==> config.mk <==
export PLATFORM = sky130hd
export DESIGN_NAME = delayed_issue_queue
export DESIGN_NICKNAME = d
export VERILOG_FILES = /design/src/rtl/dq_pkg.sv /design/src/rtl/dq_slot_finder.sv /design/src/rtl/dq_slot_array.sv /design/src/rtl/dq_head_sel.sv /design/src/rtl/delayed_issue_queue.sv
export SDC_FILE = /design/constraint.sdc
export NUM_CORES = 1
export LEC_CHECK = 0
export BUFFER_PORTS_ARGS = -buffer_cell sky130_fd_sc_hd__buf_4
export CORE_MARGIN = 5
export CORE_UTILIZATION = 30
export DETAILED_ROUTE_END_ITERATION = 10
export HOLD_SLACK_MARGIN = 0.05
export PLACE_DENSITY = 0.51
export SETUP_SLACK_MARGIN = 0.02
export SYNTH_ARGS = -nofsm -noshare
export SYNTH_HDL_FRONTEND = slang
export SYNTH_SLANG_ARGS = --single-unit
export TNS_END_PERCENT = 20
==> constraint.sdc <==
create_clock -name clk -period 2.5 [get_ports clk]
set_input_delay 0.5 -clock clk [delete_from_list [all_inputs] [get_ports clk]]
set_output_delay 0.5 -clock clk [all_outputs]
set_load 0.005 [all_outputs]
==> src/rtl/dq_pkg.sv <==
package dq_pkg;
  localparam int DQ_DEF_SLOTS = 8;
  localparam int DQ_DEF_OP_W  = 16;

  // queue motion for one cycle
  typedef enum logic {
    Q_SHIFT = 1'b0,
    Q_HOLD  = 1'b1
  } dq_step_e;
endpackage

==> src/rtl/dq_slot_finder.sv <==
module dq_slot_finder #(
  parameter int SLOTS = 8,
  localparam int IDX_W = $clog2(SLOTS)
) (
  input  logic [SLOTS-1:0] occ,
  input  logic [IDX_W-1:0] dly,
  output logic             found,
  output logic [IDX_W-1:0] pick
);
  logic [SLOTS-1:0] cand;

  // a slot qualifies when free and not earlier than the requested delay
  for (genvar j = 0; j < SLOTS; j++) begin : g_cand
    assign cand[j] = !occ[j] && (int'(dly) <= j);
  end

  // lowest qualifying slot wins
  always_comb begin
    found = 1'b0;
    pick  = '0;
    for (int j = SLOTS - 1; j >= 0; j--) begin
      if (cand[j]) begin
        found = 1'b1;
        pick  = IDX_W'(j);
      end
    end
  end
endmodule

==> src/rtl/dq_slot_array.sv <==
module dq_slot_array
  import dq_pkg::*;
#(
  parameter int SLOTS = 8,
  parameter int OP_W  = 16,
  localparam int IDX_W = $clog2(SLOTS)
) (
  input  logic             clk,
  input  logic             rst,
  input  logic             flush,
  input  dq_step_e         step,
  input  logic             wr_en,
  input  logic [IDX_W-1:0] wr_idx,
  input  logic [OP_W-1:0]  wr_op,
  output logic [SLOTS-1:0] occ,
  output logic             head_v,
  output logic [OP_W-1:0]  head_op
);
  logic [SLOTS-1:0] vld_q, wv, nv;
  logic [OP_W-1:0]  op_q [SLOTS];
  logic [OP_W-1:0]  wop  [SLOTS];
  logic [OP_W-1:0]  nop  [SLOTS];

  for (genvar k = 0; k < SLOTS; k++) begin : g_slot
    logic hit;
    assign hit    = wr_en && (wr_idx == IDX_W'(k));
    assign wv[k]  = vld_q[k] | hit;
    assign wop[k] = hit ? wr_op : op_q[k];
    if (k == SLOTS - 1) begin : g_last
      // nothing lies beyond the last slot, so it empties on a shift
      assign nv[k]  = (step == Q_HOLD) ? wv[k]  : 1'b0;
      assign nop[k] = (step == Q_HOLD) ? wop[k] : '0;
    end else begin : g_mid
      assign nv[k]  = (step == Q_HOLD) ? wv[k]  : wv[k+1];
      assign nop[k] = (step == Q_HOLD) ? wop[k] : wop[k+1];
    end
  end

  always_ff @(posedge clk) begin
    if (rst || flush) vld_q <= '0;
    else              vld_q <= nv;
  end

  always_ff @(posedge clk) begin
    for (int k = 0; k < SLOTS; k++) op_q[k] <= nop[k];
  end

  assign occ     = vld_q;
  assign head_v  = vld_q[0];
  assign head_op = op_q[0];
endmodule

==> src/rtl/dq_head_sel.sv <==
module dq_head_sel #(
  parameter int OP_W = 16
) (
  input  logic            flush,
  input  logic            head_v,
  input  logic [OP_W-1:0] head_op,
  input  logic            byp_v,
  input  logic [OP_W-1:0] byp_op,
  output logic            out_valid,
  output logic [OP_W-1:0] out_op
);
  // queued head has precedence; bypass only when slot 0 was empty
  always_comb begin
    out_valid = 1'b0;
    out_op    = head_op;
    if (!flush) begin
      if (head_v) begin
        out_valid = 1'b1;
      end else if (byp_v) begin
        out_valid = 1'b1;
        out_op    = byp_op;
      end
    end
  end
endmodule

==> src/rtl/delayed_issue_queue.sv <==
module delayed_issue_queue
  import dq_pkg::*;
#(
  parameter int SLOTS = DQ_DEF_SLOTS,
  parameter int OP_W  = DQ_DEF_OP_W,
  localparam int DLY_W = $clog2(SLOTS)
) (
  input  logic             clk,
  input  logic             rst,
  input  logic             flush,
  input  logic             in_valid,
  output logic             in_ready,
  input  logic [OP_W-1:0]  in_op,
  input  logic [DLY_W-1:0] in_delay,
  output logic             out_valid,
  input  logic             out_ready,
  output logic [OP_W-1:0]  out_op
);
  logic [SLOTS-1:0] occ;
  logic             head_v;
  logic [OP_W-1:0]  head_op;
  logic             found;
  logic [DLY_W-1:0] pick;
  logic             accept;
  logic             bypass;
  dq_step_e         step;

  dq_slot_finder #(.SLOTS(SLOTS)) u_find (
    .occ   (occ),
    .dly   (in_delay),
    .found (found),
    .pick  (pick)
  );

  assign in_ready = found && !flush;
  assign accept   = in_valid && in_ready;
  assign bypass   = accept && (pick == '0);

  dq_head_sel #(.OP_W(OP_W)) u_head (
    .flush     (flush),
    .head_v    (head_v),
    .head_op   (head_op),
    .byp_v     (bypass),
    .byp_op    (in_op),
    .out_valid (out_valid),
    .out_op    (out_op)
  );

  // a presented but refused operation freezes every slot
  assign step = (out_valid && !out_ready) ? Q_HOLD : Q_SHIFT;

  dq_slot_array #(.SLOTS(SLOTS), .OP_W(OP_W)) u_slots (
    .clk     (clk),
    .rst     (rst),
    .flush   (flush),
    .step    (step),
    .wr_en   (accept),
    .wr_idx  (pick),
    .wr_op   (in_op),
    .occ     (occ),
    .head_v  (head_v),
    .head_op (head_op)
  );
endmodule

==> run summary <==
* completed — outcome
* 2.69 nW — standby leakage power
* 5242 — vias
* 17 — number of buffers inserted during clock tree synthesis
* 305 — First DRT Iteration DRCs
* 640 um — detailed-routed wire length on met3
* 0.435 — clock network fraction of design power
* 0 — Remaining Overflow, GRT
* 11900 um — detailed-placement wirelength estimate
* 1.85 ns — Crit path arrival time
* 0.455 — relative contribution of sequential cells to total power
* 0.455 — sequential area share after synthesis
* 0 — FFs w/ async S/R, synth
* 0 — number of max-slew violations in the final report
* 4.11 mW — Internal Pwr Total
* 0 — post-route DRC violation count
* 426 MHz — Max Clock Freq
* 51 — Placement Rows
* in -> reg — worst hold-check path type
* 0 ns — Total Negative Setup Slacks
* 0 — ANT cells
* 0.00296 sq mm — total area of multi-input combinational cells
* false — setup repair after global routing missed its margin
* 41 — Buffers on Ports
* 0.23 ns — setup slack of the most critical reg-to-reg path
* 0.00272 sq mm — FF+latch area
* reg -> out — worst setup path category
* output port — endpoint class of the critical path
* 5 — first-pass iteration count of the detailed router
* 724 — Net count, final
* 0 — Antenna Violating Nets Remaining
* 0 — Ys Warns
* 0.307 — Initial Utilization
* 0.0229 sq mm — die area
* 761 mW/mm^2 — total power per unit cell area
* 0.05 ns — Clock transition at path regs
* 136 — register bit count reported by yosys
* 0.110 — relative contribution of combinational cells to total power
* 0 — count of instances resized after the clock tree is built
* 977 — number of standard cells in the layout, taps in and fillers out
* 0.0195 sq mm — standard cell core area
* 50 — post-synthesis cell type count
* 0.240 — Sw Share
* 946 — # placed instances
* 4 — number of H-tree levels
* 0 — post-CTS setup repair buffer count
* 151 um — overall die height
* 702 — number of nets produced by synthesis
* 0.147 — overall track demand over capacity in global routing
* 0 — cts hold-fix bufs
* 5.37 — number of vias per cell after detailed routing
* 678 — count of mapped cells out of synthesis
* 0 — endpoints failing hold
* 39 — maximum number of pins on one net before global-route repair
* 0.364 — end-of-flow core utilization
* 0.940 — Final period util
* 0.205 — share of cells above drive strength 1
* 0.756 ns — slew at the pin closest to its max-slew limit
* 136 — CTS Sinks
* 1.30 mW — Switching Power
* 2.00 ns — Worst EP required
* 18 — worst-path fanout max
* 0.42 ns — clk_lat worst skew
* sky130_fd_sc_hd__clkbuf_16 — Root Buffer Master
* 0.813 — global placement routability congestion
* 0.00599 sq mm — combined area of all synthesized cells
* 2.35 ns — shortest clock period the worst path allows after layout
* 26600 um — global-route wire length before repair
* 0 — setup violation total in the final timing report
* 8.83 sq um — syn avg cell area
* 16.8 um — final routed wire length divided by cell count
* 5129 — vias in the first global route
* 18.7% — synth-to-layout area growth
* 7640 um — met1 wire length
* 2020 — fill count
* 0 — number of max-capacitance violations reported
* yes — TritonCTS clock tree
* 0 — initial antenna violation count
* 2 — maximum root-to-sink buffer count
* 0.496 — relative slew slack
* 7740 um — sum of met2 wire segment lengths after detailed routing
* 0 — Post-synth EDFFs
* 16400 um — total routed wirelength
* met4 — highest routed layer
* register — category of the worst setup path launch point
* sky130_fd_sc_hd__dfxtp_1 — leading register cell type out of synthesis
* 42 — number of I/O pins
* 0.000461 V — Peak supply drop
* 0.00821 ns — final worst clock skew
* 151 um — Horiz. Die Dim
[logic make-up (layout without fill, tap and decap cells)]
group           count (synthesis)  in the layout  share of synthesized area
simple gates                  209            209                      0.152
mux                            17             17                     0.0318
compound gates                250            250                      0.307
flops                         136            136                      0.455
xor+xnor                        1              1                    0.00146
buf+inv                        65             99                     0.0523
[cells in the final DEF, fill, tap and decap left out, types with 2 or more instances in the layout]
cell type	instances
sky130_fd_sc_hd__a21oi_2	2
sky130_fd_sc_hd__nand4_1	2
sky130_fd_sc_hd__o32ai_1	18
sky130_fd_sc_hd__nor2_2	3
sky130_fd_sc_hd__clkbuf_8	4
sky130_fd_sc_hd__o221a_2	16
sky130_fd_sc_hd__o22ai_1	33
sky130_fd_sc_hd__clkbuf_16	17
sky130_fd_sc_hd__clkinv_2	5
sky130_fd_sc_hd__a21oi_1	74
sky130_fd_sc_hd__o32a_1	32
sky130_fd_sc_hd__or2b_1	3
sky130_fd_sc_hd__mux2_2	16
sky130_fd_sc_hd__nand2_1	58
sky130_fd_sc_hd__o31ai_1	3
sky130_fd_sc_hd__dfxtp_1	136
sky130_fd_sc_hd__nand2b_1	15
sky130_fd_sc_hd__buf_4	65
sky130_fd_sc_hd__o21ai_0	3
sky130_fd_sc_hd__nor2_1	110
sky130_fd_sc_hd__a211oi_1	17
sky130_fd_sc_hd__o21a_1	36
sky130_fd_sc_hd__clkbuf_1	2
sky130_fd_sc_hd__o21ai_1	2
sky130_fd_sc_hd__nand3_1	3
sky130_fd_sc_hd__o21ai_2	2
sky130_fd_sc_hd__buf_12	2
sky130_fd_sc_hd__nor3_1	6
[registers in the layout, summed over array words and instances (netlist names)]
signal	flops
u_slots.occ	8
u_slots.op_q	128
[critical path, cell delays in order (launching register included)]
cell and delay [ns]:
sky130_fd_sc_hd__dfxtp_1 0.47, sky130_fd_sc_hd__nor4_2 0.08, sky130_fd_sc_hd__nand2_1 0.08, sky130_fd_sc_hd__buf_4 0.27
sky130_fd_sc_hd__mux2_2 0.38, sky130_fd_sc_hd__buf_4 0.14
[Yosys cell counts (3+ instances only)]
cell type	n	area, sq um
sky130_fd_sc_hd__o21ai_2	3	26.3
sky130_fd_sc_hd__buf_6	4	45.0
sky130_fd_sc_hd__nand2b_1	15	93.8
sky130_fd_sc_hd__nor2_1	110	413
sky130_fd_sc_hd__nor2_2	3	18.8
sky130_fd_sc_hd__o221a_2	16	180
sky130_fd_sc_hd__buf_2	16	80.1
sky130_fd_sc_hd__a21oi_1	74	370
sky130_fd_sc_hd__dfxtp_1	136	2720
sky130_fd_sc_hd__nand3_1	3	15.0
sky130_fd_sc_hd__nor3_1	6	30.0
sky130_fd_sc_hd__o32a_1	32	320
sky130_fd_sc_hd__o32ai_1	18	158
sky130_fd_sc_hd__o22ai_1	33	206
sky130_fd_sc_hd__or2b_1	3	22.5
sky130_fd_sc_hd__nand2_1	58	218
sky130_fd_sc_hd__buf_4	5	37.5
sky130_fd_sc_hd__o21ai_0	3	15.0
sky130_fd_sc_hd__clkbuf_1	36	135
sky130_fd_sc_hd__o31ai_1	3	22.5
sky130_fd_sc_hd__buf_1	3	11.3
sky130_fd_sc_hd__mux2_2	16	180
sky130_fd_sc_hd__o21a_1	36	270
sky130_fd_sc_hd__a211oi_1	17	128
[routing by layer]
layer,vias up,track usage
met5,-,0
met4,0,0.0598
met3,32,0.0362
met2,115,0.234
met1,2551,0.190
li1,2544,-
[through the flow]
stage          hold WS, ns  power, mW  cell area, sq um  setup slack, ns
3_3_place_gp         0.444       3.08              6540            0.174
4_1_cts              0.301       5.47              7100            0.127
3_5_place_dp         0.451       3.10              6540           0.0695
6_report             0.311       5.40              7100            0.150
5_1_grt              0.295       5.66              7100           0.0487
2_1_floorplan        0.436       2.87              5990            0.120
[path summary, 6_finish.rpt]
path                  startpoint                   to  depth (start not counted)
min                          rst       u_slots.occ[0]                          2
max               u_slots.occ[0]           out_op[11]                          5
max reg2reg       u_slots.occ[0]  u_slots.op_q[1][11]                          6
min reg2reg  u_slots.op_q[1][57]  u_slots.op_q[1][57]                          2
[power by group through the flow]
stage	clock (mW)	sequential [mW]	combinational, mW
2_1_floorplan	0	2.46	0.404
3_3_place_gp	0	2.50	0.581
3_5_place_dp	0	2.50	0.598
4_1_cts	2.41	2.46	0.600
5_1_grt	2.53	2.47	0.657
6_report	2.35	2.46	0.593
[layout make-up]
| cell class | instances | share of cell area |
|---|---|---|
| tap | 265 | 0.0467 |
| inverter | 1 | 0.000528 |
| sequential | 136 | 0.383 |
| clock inverter | 8 | 0.0100 |
| multi-input combinational | 477 | 0.416 |
| clock buffer | 23 | 0.0687 |
| timing repair buffer | 67 | 0.0743 |
Note: power is estimated with default switching activity, not from simulation.
